[src/rtl/slt_pkg.sv]
package slt_pkg;

  typedef enum logic {
    CHK_LOAD   = 1'b0,
    CHK_BRANCH = 1'b1
  } chk_kind_e;

  typedef struct packed {
    logic allocEn;
    logic snoopEn;
  } slt_ctrl_t;

  function automatic logic [3:0] spanBytes(input logic [1:0] code);
    return 4'd1 << code;
  endfunction

endpackage

[src/rtl/slt_datapath.sv]
module slt_datapath
  import slt_pkg::*;
#(
  parameter int N      = 4,
  parameter int REG_W  = 6,
  parameter int ADDR_W = 32
) (
  input  logic              clk,
  input  logic              rstN,
  input  slt_ctrl_t         ctrl,
  input  logic [N-1:0]      allocMask,
  input  logic [REG_W-1:0]  advReg,
  input  logic [ADDR_W-1:0] advAddr,
  input  logic [1:0]        advSize,
  input  logic              advFault,
  input  logic [ADDR_W-1:0] stAddr,
  input  logic [1:0]        stSize,
  input  logic [REG_W-1:0]  chkReg,
  output logic [N-1:0]      regHit,
  output logic [N-1:0]      freeVec,
  output logic              lkFound,
  output logic              lkConflict,
  output logic              lkFault
);

  localparam int EXT_W = ADDR_W + 1;

  logic [N-1:0]      valid;
  logic [N-1:0]      conflict;
  logic [N-1:0]      fault;
  logic [REG_W-1:0]  regId    [N];
  logic [ADDR_W-1:0] baseAddr [N];
  logic [1:0]        sizeCode [N];

  logic [N-1:0]     overlap;
  logic [EXT_W-1:0] stLo;
  logic [EXT_W-1:0] stHi;

  assign stLo = {1'b0, stAddr};
  assign stHi = stLo + EXT_W'(spanBytes(stSize)) - EXT_W'(1);

  always_comb begin
    for (int i = 0; i < N; i++) begin
      regHit[i]  = valid[i] && (regId[i] == advReg);
      freeVec[i] = !valid[i];
      overlap[i] = valid[i]
                && (stLo <= ({1'b0, baseAddr[i]} + EXT_W'(spanBytes(sizeCode[i])) - EXT_W'(1)))
                && ({1'b0, baseAddr[i]} <= stHi);
    end
  end

  always_comb begin
    lkFound    = 1'b0;
    lkConflict = 1'b0;
    lkFault    = 1'b0;
    for (int i = 0; i < N; i++) begin
      if (valid[i] && (regId[i] == chkReg)) begin
        lkFound    = 1'b1;
        lkConflict = lkConflict | conflict[i];
        lkFault    = lkFault | fault[i];
      end
    end
  end

  always_ff @(posedge clk) begin
    if (!rstN) begin
      valid    <= '0;
      conflict <= '0;
      fault    <= '0;
      for (int i = 0; i < N; i++) begin
        regId[i]    <= '0;
        baseAddr[i] <= '0;
        sizeCode[i] <= '0;
      end
    end else begin
      for (int i = 0; i < N; i++) begin
        if (ctrl.allocEn && allocMask[i]) begin
          valid[i]    <= 1'b1;
          conflict[i] <= 1'b0;
          fault[i]    <= advFault;
          regId[i]    <= advReg;
          baseAddr[i] <= advAddr;
          sizeCode[i] <= advSize;
        end else if (ctrl.snoopEn && overlap[i]) begin
          conflict[i] <= 1'b1;
        end
      end
    end
  end

  for (genvar i = 0; i < N; i++) begin : g_slotChk
    // a freshly written slot is valid and clean
    a_r8_alloc_clears: assert property (@(posedge clk) disable iff (!rstN)
      (ctrl.allocEn && allocMask[i]) |=> (valid[i] && !conflict[i]));
    // an overlapping store marks a slot that is not being rewritten
    a_r4_store_marks: assert property (@(posedge clk) disable iff (!rstN)
      (ctrl.snoopEn && overlap[i] && !(ctrl.allocEn && allocMask[i])) |=> conflict[i]);
    for (genvar j = i + 1; j < N; j++) begin : g_pair
      // at most one entry per register
      a_r9_unique_reg: assert property (@(posedge clk) disable iff (!rstN)
        !(valid[i] && valid[j] && (regId[i] == regId[j])));
    end
  end

endmodule

[src/rtl/slt_control.sv]
module slt_control
  import slt_pkg::*;
#(
  parameter int N = 4
) (
  input  logic         clk,
  input  logic         rstN,
  input  logic         advValid,
  input  logic         stValid,
  input  logic         chkValid,
  input  logic         chkKind,
  input  logic [N-1:0] regHit,
  input  logic [N-1:0] freeVec,
  input  logic         lkFound,
  input  logic         lkConflict,
  input  logic         lkFault,
  output slt_ctrl_t    ctrl,
  output logic [N-1:0] allocMask,
  output logic         rspValid,
  output logic         rspRefetch,
  output logic         rspRedirect,
  output logic         rspFault
);

  localparam int PTR_W = (N > 1) ? $clog2(N) : 1;

  logic [PTR_W-1:0] rrPtr;
  logic [N-1:0]     firstFree;
  logic             evict;
  logic             isBad;

  always_comb begin
    firstFree = '0;
    for (int i = N - 1; i >= 0; i--) begin
      if (freeVec[i]) firstFree = N'(1) << i;
    end
  end

  always_comb begin
    evict = 1'b0;
    if (|regHit)       allocMask = regHit;
    else if (|freeVec) allocMask = firstFree;
    else begin
      allocMask = N'(1) << rrPtr;
      evict     = advValid;
    end
  end

  assign ctrl.allocEn = advValid;
  assign ctrl.snoopEn = stValid;
  assign isBad        = !lkFound || lkConflict;

  always_ff @(posedge clk) begin
    if (!rstN) begin
      rrPtr <= '0;
    end else if (evict) begin
      rrPtr <= (rrPtr == PTR_W'(N - 1)) ? '0 : rrPtr + PTR_W'(1);
    end
  end

  always_ff @(posedge clk) begin
    if (!rstN) begin
      rspValid    <= 1'b0;
      rspRefetch  <= 1'b0;
      rspRedirect <= 1'b0;
      rspFault    <= 1'b0;
    end else begin
      rspValid    <= chkValid;
      rspRefetch  <= chkValid && isBad && (chkKind == CHK_LOAD);
      rspRedirect <= chkValid && isBad && (chkKind == CHK_BRANCH);
      rspFault    <= chkValid && lkFound && lkFault;
    end
  end

  // exactly one slot is chosen for every allocation
  a_r9_alloc_onehot: assert property (@(posedge clk) disable iff (!rstN)
    ctrl.allocEn |-> $onehot(allocMask));
  // response follows the request by one cycle
  a_r2_rsp_timing: assert property (@(posedge clk) disable iff (!rstN)
    chkValid |=> rspValid);
  a_r2_rsp_only_after_chk: assert property (@(posedge clk) disable iff (!rstN)
    !chkValid |=> !rspValid);
  // refetch and redirect are exclusive
  a_r2_rsp_exclusive: assert property (@(posedge clk) disable iff (!rstN)
    !(rspRefetch && rspRedirect));
  // no flag without a response
  a_r11_flags_need_valid: assert property (@(posedge clk) disable iff (!rstN)
    (rspRefetch || rspRedirect || rspFault) |-> rspValid);

endmodule

[src/rtl/spec_load_table.sv]
module spec_load_table
  import slt_pkg::*;
#(
  parameter int N      = 4,
  parameter int REG_W  = 6,
  parameter int ADDR_W = 32
) (
  input  logic              clk,
  input  logic              rst_n,
  input  logic              advValid,
  input  logic [REG_W-1:0]  advReg,
  input  logic [ADDR_W-1:0] advAddr,
  input  logic [1:0]        advSize,
  input  logic              advFault,
  input  logic              stValid,
  input  logic [ADDR_W-1:0] stAddr,
  input  logic [1:0]        stSize,
  input  logic              chkValid,
  input  logic [REG_W-1:0]  chkReg,
  input  logic              chkKind,
  output logic              rspValid,
  output logic              rspRefetch,
  output logic              rspRedirect,
  output logic              rspFault
);

  slt_ctrl_t    ctrl;
  logic [N-1:0] allocMask;
  logic [N-1:0] regHit;
  logic [N-1:0] freeVec;
  logic         lkFound;
  logic         lkConflict;
  logic         lkFault;

  slt_control #(.N(N)) i_ctrl (
    .clk(clk), .rstN(rst_n),
    .advValid(advValid), .stValid(stValid),
    .chkValid(chkValid), .chkKind(chkKind),
    .regHit(regHit), .freeVec(freeVec),
    .lkFound(lkFound), .lkConflict(lkConflict), .lkFault(lkFault),
    .ctrl(ctrl), .allocMask(allocMask),
    .rspValid(rspValid), .rspRefetch(rspRefetch),
    .rspRedirect(rspRedirect), .rspFault(rspFault)
  );

  slt_datapath #(.N(N), .REG_W(REG_W), .ADDR_W(ADDR_W)) i_data (
    .clk(clk), .rstN(rst_n),
    .ctrl(ctrl), .allocMask(allocMask),
    .advReg(advReg), .advAddr(advAddr), .advSize(advSize), .advFault(advFault),
    .stAddr(stAddr), .stSize(stSize),
    .chkReg(chkReg),
    .regHit(regHit), .freeVec(freeVec),
    .lkFound(lkFound), .lkConflict(lkConflict), .lkFault(lkFault)
  );

endmodule

[config.mk]
export PLATFORM = sky130hd
export DESIGN_NAME = spec_load_table
export DESIGN_NICKNAME = d
export VERILOG_FILES = /design/src/rtl/slt_pkg.sv /design/src/rtl/slt_datapath.sv /design/src/rtl/slt_control.sv /design/src/rtl/spec_load_table.sv
export SDC_FILE = /design/constraint.sdc
export NUM_CORES = 1
export LEC_CHECK = 0
export BUFFER_PORTS_ARGS = -buffer_cell sky130_fd_sc_hd__buf_2
export CAP_MARGIN = 20
export CORE_MARGIN = 2
export CORE_UTILIZATION = 50
export DETAILED_ROUTE_END_ITERATION = 16
export HOLD_SLACK_MARGIN = 0.02
export PLACE_DENSITY = 0.67
export RECOVER_POWER = 25
export SLEW_MARGIN = 20
export SYNTH_ARGS = -nofsm -noshare
export SYNTH_HDL_FRONTEND = slang
export SYNTH_SLANG_ARGS = --single-unit
export TNS_END_PERCENT = 1
[constraint.sdc]
create_clock -name clk -period 6.07 [get_ports clk]
set_input_delay 0.3035 -clock clk [delete_from_list [all_inputs] [get_ports clk]]
set_output_delay 0.3035 -clock clk [all_outputs]
set_load 0.01 [all_outputs]
After elaboration in Yosys (flattened, before gate mapping)
Memory sizes are Yosys's and may differ from the RTL's.
Index checks and enable logic that the tools add are counted.

operators by class
  add/sub/neg operators = 11
  order comparisons = 8
  equal/unequal tests = 9
  shift operators = 6
  multiplexer cells = 46
  bitwise logic cells = 20
  reductions and logical operators = 41

operators with widths
  cell                   count
  $le 32x33->1           8
  $add 32x4->33          5
  $sub 33x1->33 const B  5
  $mux 32                4
  $eq 6x6->1             8
  $logic_and 1x1->1      29
  $mux 1                 27
  $mux 4                 6
  $mux 6                 4
  $shl 1x2->4 const A    6
  $or 1x1->1             18
  $mux 2                 5
  $reduce_or 2->1        4
  $reduce_or 4->1        2
  $logic_not 1->1        5
  $add 2x1->2 const B    1
  $eq 2x2->1 const B     1
  $not 1->1              2
  $logic_or 1x1->1       1

storage, ports and cells
  bits in registers = 18
  bits in writable memories = 160
  input port bits = 87
  output and inout port bits = 4
  logic and storage cells = 161
  memories kept = 3

memories
  memory           words  bits a word  rd ports  clocked after Yosys merged registers in  wr ports  line                RTL
  i_data.baseAddr  4      32           4         0                                        4         slt_datapath.sv:32  logic [ADDR_W-1:0] baseAddr [N];
  i_data.regId     4      6            4         0                                        4         slt_datapath.sv:31  logic [REG_W-1:0] regId [N];
  i_data.sizeCode  4      2            4         0                                        4         slt_datapath.sv:33  logic [1:0] sizeCode [N];

Depth between registers and ports, before layout
Gate-level depths: netlist of the first run.
An unclocked memory read counts as a cell.

  depth after elaboration = 13
  gate-level depth with buffers = 24
  depth with buffers taken out = 24

Hierarchy
From an unflattened synthesis of the first run, not the netlist that was laid out.

unflattened totals
  cells, all modules = 2368
  area total of the unflattened synthesis = 21131.5 um^2

by module, submodules not included
  module        instances  cells an instance  area each (um^2)  sequential area each (um^2)
  slt_datapath  1          2323               20772.4           5044.8
  slt_control   1          45                 359.1             120.1

Worst setup path after synthesis of the first run
Ideal clock, no wire load.

  kind = reg-to-reg
  from = memory i_data.sizeCode[1][1]
  to = register i_data.conflict[1]
  setup time = 0.184 ns
  arrival time = 4.368 ns
  slack = 1.519 ns
  cell stages (with the launch flop) = 22
  cell sequence = edfxtp_1 > nand2b_1 > ha_1 > inv_1 > ha_1 > fa_1 > a211oi_1 > o21bai_1 > o211ai_1 > o211a_1 > o21ai_1 > a211oi_1 > o21a_1 > o21ai_1 > xnor2_1 > ha_1 > and3_1 > nand3_1 > nor3_1 > a21oi_1 > a2111oi_0 > a2111oi_2

RTL lines
  item                           line                RTL
  start, declared                slt_datapath.sv:33
  end signal, assigned           slt_datapath.sv:68  conflict <= '0;
  end signal, assigned by index  slt_datapath.sv:79  conflict[i] <= 1'b0;
  end signal, assigned by index  slt_datapath.sv:85  conflict[i] <= 1'b1;
  end, declared                  slt_datapath.sv:29  logic [N-1:0] conflict;

==> results of run 1 <==
==> cell usage in the layout, fill, tap and decap left out, drive strengths merged, types with 91 or more instances in the layout <==
cell    instances
ha            435
inv           277
a21oi         209
and2          173
edfxtp        160
a21o          155
nor2          113
nand2         109
o21ai         105
buf           102
xor2           91
==> layout make-up <==
type	instances	area, um^2	share of cell area, %
clock buffers	18	433	1.86
clock inverters	14	160	0.687
inverters	268	1010	4.32
multi-input cells	1978	15300	65.6
flip-flops and latches	178	5160	22.2
well taps	546	683	2.93
repair buffers	108	579	2.49
==> worst max path at each step <==
stage / slack [ns] / cells past startpoint / end
after floorplan: 1.52 / 21 / i_data.conflict[1]
after global placement: 0.33 / 23 / i_data.conflict[1]
after detailed placement: 0.27 / 22 / i_data.conflict[1]
after CTS: 0.21 / 22 / i_data.conflict[1]
after global routing: 0.08 / 22 / i_data.conflict[1]
final: 0.44 / 20 / i_data.conflict[1]
==> flip-flops by register name, indices dropped and copies added (netlist names) <==
signal	count
i_data.baseAddr	128
i_data.regId	24
i_data.sizeCode	8
i_data.conflict	4
i_data.fault	4
i_data.valid	4
i_ctrl.rrPtr	2
i_ctrl.rspFault	1
i_ctrl.rspRedirect	1
i_ctrl.rspRefetch	1
i_ctrl.rspValid	1
==> synthesized netlist by cell type (all sizes together) (25+ instances only) <==
library cell  number
a211oi            36
a21o             155
a21oi            209
and2             173
and3              25
clkbuf            30
edfxtp           160
ha               435
inv              268
nand2            109
nand2b            29
nand3             36
nand4             74
nor2             113
nor3              35
o21ai            105
o21bai            31
xnor2             89
xor2              91
==> logic make-up after synthesis <==
| group | after synthesis | synth area share [%] |
|---|---|---|
| buffers and inverters | 305 | 5.34 |
| xor gates and xnor gates | 180 | 7.31 |
| and+or+nand+nor | 675 | 16.9 |
| DFF | 178 | 23.9 |
| AOI/OAI and AO/OA | 677 | 20.6 |
| adders and majority gates | 440 | 25.7 |
| muxes | 6 | 0.278 |
==> stage by stage <==
step	instances	util [%]	setup WS (ns)
floorplan	2461	-	1.52
global placement	3077	53.1	0.329
detailed placement	3077	53.1	0.268
CTS	3110	54.5	0.209
global route	3110	54.5	0.0767
finish	3110	54.5	0.436
==> power by group through the flow <==
stage               Combinational [uW]  Sequential (uW)  Clock (uW)
floorplan                         1710             1470           0
global placement                  2350             1510           0
detailed placement                2420             1510           0
CTS                               2440             1480        1190
global route                      2760             1490        1220
finish                            2480             1480        1160
==> metal layers <==
metal	track usage, %	vias to the layer above	part of all wire, %
met5	0	-	0
met4	13.0	0	3.6
met3	3.96	106	6.4
met2	51.5	642	45
met1	43.4	9119	45
li1	-	9193	-
==> worst reg2reg max path: stages, from the launching register on <==
cell	delay, ns
edfxtp_1	0.42
nand2b_1	0.17
ha_1	0.27
inv_1	0.04
ha_1	0.23
fa_1	0.45
a211oi_1	0.28
o21bai_1	0.19
o211ai_1	0.33
o211a_1	0.35
o21ai_1	0.27
a21oi_1	0.35
a211oi_1	0.15
or2_1	0.24
xnor2_1	0.13
ha_1	0.41
nand4_1	0.16
nor3_1	0.44
and3_1	0.27
a2111oi_0	0.09
a2111oi_2	0.29
==> what timing repair did <==
action	4_1_cts	5_1_grt
setup endpoints to repair	0	1
hold buffers	1	0
hold endpoints to repair	2	0
gates resized for setup	0	3
==> impl_metrics.env, run 1 <==
export IMPL_outcome="finished with violations"
export IMPL_violations="capacitance limit, slew limit"
export IMPL_p_sw_uw=2170
export IMPL_hold_slack_ns=0.0650
export IMPL_start_util_pct=50.4
export IMPL_rows=76
export IMPL_io_pins=91
export IMPL_clockBufferDepth=2
export IMPL_clk_latency_ns=0.52
export IMPL_path_cells="nand2b_1, ha_1, inv_1, ha_1, fa_1, a211oi_1, o21bai_1, o211ai_1, o211a_1, o21ai_1, a21oi_1, a211oi_1, or2_1, xnor2_1, ha_1, nand4_1, nor3_1, and3_1, a2111oi_0, a2111oi_2"
export IMPL_synth_main_ff_cell="edfxtp_1"
export IMPL_ant_nets=0
export IMPL_ys_warnings_count=0
export IMPL_vias_per_cell=6.13
export IMPL_whs_endpoint="i_ctrl.rspRedirect"
export IMPL_yosysUniqueCellTypes=80
export IMPL_reg2regPathDepth=20
export IMPL_core_um2=42800
export IMPL_critPathMaxStageDelay_ns=0.45
export IMPL_syn_area_per_cell_um2=8.77
export IMPL_dieHeight_um=212
export IMPL_port_buffers=90
export IMPL_critPathCaptureType="flop"
export IMPL_yosys_area_top_type_share_pct=25.2
export IMPL_slew_headroom_pct=-103
export IMPL_synth_area_leaders="ha_1 25%, edfxtp_1 22%, a21o_1 5.4%"
export IMPL_setup_tns_final_ns=0
export IMPL_p_total_uw=5130
export IMPL_routabilityCongestion=1.08
export IMPL_worst_ep_arrival_time_ns=6.04
export IMPL_grt_max_degree=41
export IMPL_cp_required_ns=6.48
export IMPL_ys_ff_latch=178
export IMPL_cts_tree="done"
export IMPL_final_area_um2=23300
export IMPL_internal_power_uw=2960
export IMPL_grt_pass1_vias=18400
export IMPL_antenna_found_initial=1
export IMPL_path_common_cell="ha_1"
export IMPL_root_buffer="clkbuf_16"
export IMPL_nets=3078
export IMPL_critPathKind="flop to flop"
export IMPL_synth_top_area_cell="ha_1"
export IMPL_path_clk_slew_ns=0.08
export IMPL_min_period_ns=5.63
export IMPL_critPathMaxFanout=4
export IMPL_drt_pre_antenna_iters=5
export IMPL_drc=0
export IMPL_slowest_stage="fa_1"
export IMPL_fp_dieW_um=212
export IMPL_synth_edf_count=160
export IMPL_hold_class="primary input to flop"
export IMPL_hold_start="chkKind"
export IMPL_drtIter0Drc=1535
export IMPL_n_fill_cell=3950
export IMPL_synthArstFlopShare_pct=0
export IMPL_cp_startpoint="i_data.sizeCode[1][1]"
export IMPL_drive_above_1_share_pct=6.40
export IMPL_post_drt_wl_per_cell_um=22.6
export IMPL_p_sw_share_pct=42.3
export IMPL_syn_num_nets=2988
export IMPL_max_vdd_ir_drop_mv=0.322
export IMPL_seq_area_frac_synth_pct=23.9
export IMPL_dpl_cell_area_um2=22700
export IMPL_seq_power_share_pct=28.9
export IMPL_tightest_slew_ns=3.04
export IMPL_wl_mm=70.1
export IMPL_setup_viol=0
export IMPL_hold_path_depth=2
export IMPL_max_cap_viol_count=1
export IMPL_n_antenna_cell=0
export IMPL_r2r_end="i_data.conflict[1]"
export IMPL_p_leak_uw=0.0113
export IMPL_fin_worst_skew_ns=0.0205
export IMPL_startpoint_type="flop"
export IMPL_clock_sinks=178
export IMPL_area_growth_pct=8.04
export IMPL_power_density_nw_per_um2=220
export IMPL_fmax_mhz=177
export IMPL_cp_buffers_inverters=1
export IMPL_hold_violations=0
export IMPL_p_clk_share_pct=22.7
export IMPL_post_cts_buffers=0
export IMPL_grt_pass1_wl_mm=106
export IMPL_detailed_place_hpwl_mm=57.4
export IMPL_numCtsBuffers=17
export IMPL_slew_viol_final=41
export IMPL_rsz0062_at_grt="false"
export IMPL_grt_overflow_total=0
export IMPL_die_area_um2=44800
export IMPL_rr_startpoint="i_data.sizeCode[1][1]"
export IMPL_rrSetupSlack_ns=0.44
export IMPL_combPwrFrac_pct=48.4
export IMPL_netlist_area_um2=21600
export IMPL_critPathTopFamily="compound AO/OA/AOI/OAI gates"
export IMPL_htreeDepth=4
export IMPL_min_period_over_period_pct=92.8
export IMPL_vias=19100
export IMPL_track_usage_pct=31.9
export IMPL_syn_inst=2461
Power figures use the tool's default switching activity.
==> run 2: changes to the inputs <==
PLACE_DENSITY = 0.7   (was 0.67)
==> run 2 against run 1 <==
Effect of this change:
- the flow still finishes with violations (capacitance limit, slew limit)
- clock skew down 0.0016 ns
- utilization up 0.067 points
- clock power is 5% higher
- first-iteration DRC count is 7.0% higher
- die area is the same
- global-route usage is 0.39 points higher
- sequential power barely moved
- via count is 1.4% higher
- maximum frequency up 0.22%
- final cell count about the same
==> impl_metrics.env, run 2 (synthesized netlist as in run 1, its figures left out) <==
export IMPL_outcome="finished with violations"
export IMPL_violations="capacitance limit, slew limit"
export IMPL_clockBufferDepth=2
export IMPL_cp_buffers_inverters=1
export IMPL_drive_above_1_share_pct=6.32
export IMPL_cp_required_ns=6.49
export IMPL_path_common_cell="ha_1"
export IMPL_rrSetupSlack_ns=0.45
export IMPL_track_usage_pct=32.3
export IMPL_fmax_mhz=178
export IMPL_top_regs="i_data.baseAddr (128), i_data.regId (24), i_data.sizeCode (8)"
export IMPL_layout_cells_most_common_list="435 x ha_1, 268 x inv_1, 209 x a21oi_1"
export IMPL_setup_tns_final_ns=0
export IMPL_grt_max_degree=27
export IMPL_path_cells="nand2b_1, ha_1, inv_1, ha_1, fa_1, a211oi_1, o21bai_1, o211ai_1, o211a_1, o21ai_1, a211oi_1, o21a_1, xor2_1, ha_1, nor2b_1, o21ai_1, nand2b_1, a2111oi_0, o21ai_0, a21oi_1, a2111oi_0, a2111oi_2"
export IMPL_clk_latency_ns=0.53
export IMPL_antenna_found_initial=6
export IMPL_hold_class="primary input to flop"
export IMPL_max_cap_viol_count=2
export IMPL_dieHeight_um=212
export IMPL_vias_per_cell=6.21
export IMPL_crit_end="i_data.conflict[1]"
export IMPL_cp_num_cells=22
export IMPL_nets=3079
export IMPL_setup_viol=0
export IMPL_reg2regPathDepth=22
export IMPL_min_period_ns=5.62
export IMPL_clock_sinks=178
export IMPL_critPathMaxFanout=4
export IMPL_critPathTopFamily="compound AO/OA/AOI/OAI gates"
export IMPL_rsz0062_at_grt="false"
export IMPL_hold_violations=0
export IMPL_fin_worst_skew_ns=0.0189
export IMPL_vias=19300
export IMPL_slew_headroom_pct=-47.1
export IMPL_start_util_pct=50.4
export IMPL_critPathKind="flop to flop"
export IMPL_fp_dieW_um=212
export IMPL_grt_pass1_vias=18500
export IMPL_regMostFlops="i_data.baseAddr"
export IMPL_routabilityCongestion=1.00
export IMPL_rr_startpoint="i_data.sizeCode[1][1]"
export IMPL_power_density_nw_per_um2=222
export IMPL_core_um2=42800
export IMPL_post_drt_wl_per_cell_um=22.9
export IMPL_max_vdd_ir_drop_mv=0.276
export IMPL_hold_start="advFault"
export IMPL_numCtsBuffers=17
export IMPL_final_common_cell="ha_1"
export IMPL_startpoint_type="flop"
export IMPL_drc=0
export IMPL_ant_nets=0
export IMPL_largest_reg_flops=128
export IMPL_slew_viol_final=23
export IMPL_path_clk_slew_ns=0.09
export IMPL_slowest_stage="a211oi_1"
export IMPL_p_total_uw=5190
export IMPL_tightest_slew_ns=2.20
export IMPL_cp_startpoint="i_data.sizeCode[1][1]"
export IMPL_drt_pre_antenna_iters=7
export IMPL_root_buffer="clkbuf_16"
export IMPL_r2r_end="i_data.conflict[1]"
export IMPL_grt_overflow_total=0
export IMPL_drtIter0Drc=1643
export IMPL_htreeDepth=4
export IMPL_wl_mm=71.2
export IMPL_cts_tree="done"
export IMPL_die_area_um2=44800
export IMPL_p_leak_uw=0.0113
export IMPL_critPathCaptureType="flop"
export IMPL_min_period_over_period_pct=92.6
export IMPL_rows=76
export IMPL_worst_ep_arrival_time_ns=6.04
export IMPL_critPathMaxStageDelay_ns=0.45
export IMPL_area_growth_pct=8.17
export IMPL_io_pins=91
export IMPL_port_buffers=90
export IMPL_grt_pass1_wl_mm=108
export IMPL_detailed_place_hpwl_mm=58.3
-- run 2: cell count changes in the layout (fill, tap and decap cells not counted), moves of 3 or more --
| cell | previous run | this run |
|---|---|---|
| and2_1 | 153 | 138 |
| inv_6 | 4 | 1 |
| and2_0 | 20 | 35 |
| inv_12 | 0 | 3 |
-- run 2: layer usage --
layer,routed length [um],global-route usage [%],vias to the layer above
met1,31300,43.6,9252
met5,34,0,-
met2,31700,51.6,749
met3,5370,5.13,136
met4,2790,13.1,6
li1,-,-,9191
-- run 2: worst min path at each step --
stage | to | slack, ns | depth (start not counted)
floorplan | i_data.conflict[0] | 0.43 | 2
global placement | i_data.fault[3] | 0.48 | 2
detailed placement | i_data.conflict[0] | 0.50 | 2
CTS | i_data.fault[1] | 0.03 | 3
global route | i_data.valid[0] | 0.09 | 3
finish | i_data.fault[1] | 0.08 | 3
-- run 2: worst min-delay path, cell delays in order --
cell     delay [ns]
buf_2          0.12
mux2i_1        0.07
nor2_1         0.07
-- run 2: repair_timing --
item | in CTS | in global routing
resized for setup | 0 | 1
hold endpoints to repair | 4 | 0
hold buffers | 2 | 0
setup buffers | 0 | 0
setup endpoints to repair | 0 | 1
-- run 2: through the flow --
step | util, % | cell area [um^2] | setup WS (ns) | cells | hold WS [ns]
2_1_floorplan | - | 21600 | 1.52 | 2461 | 0.432
3_3_place_gp | 53.1 | 22700 | 0.548 | 3077 | 0.478
3_5_place_dp | 53.1 | 22700 | 0.498 | 3077 | 0.496
4_1_cts | 54.6 | 23400 | 0.518 | 3111 | 0.0333
5_1_grt | 54.5 | 23300 | 0.0114 | 3111 | 0.0882
6_report | 54.5 | 23300 | 0.448 | 3112 | 0.0764
-- run 2: final cells by class --
class	instances	area (um^2)
fillers	3964	19500
multi-input cells	1978	15300
flip-flops and latches	178	5160
inverters	268	1010
well taps	546	683
repair buffers	109	593
clock buffers	17	425
clock inverters	15	191
diodes	1	2.50
-- run 2: power by group --
group	switching, uW	internal [uW]
Combinational	1490	997
Clock	652	565
Sequential	78.7	1400
Total	2220	2970
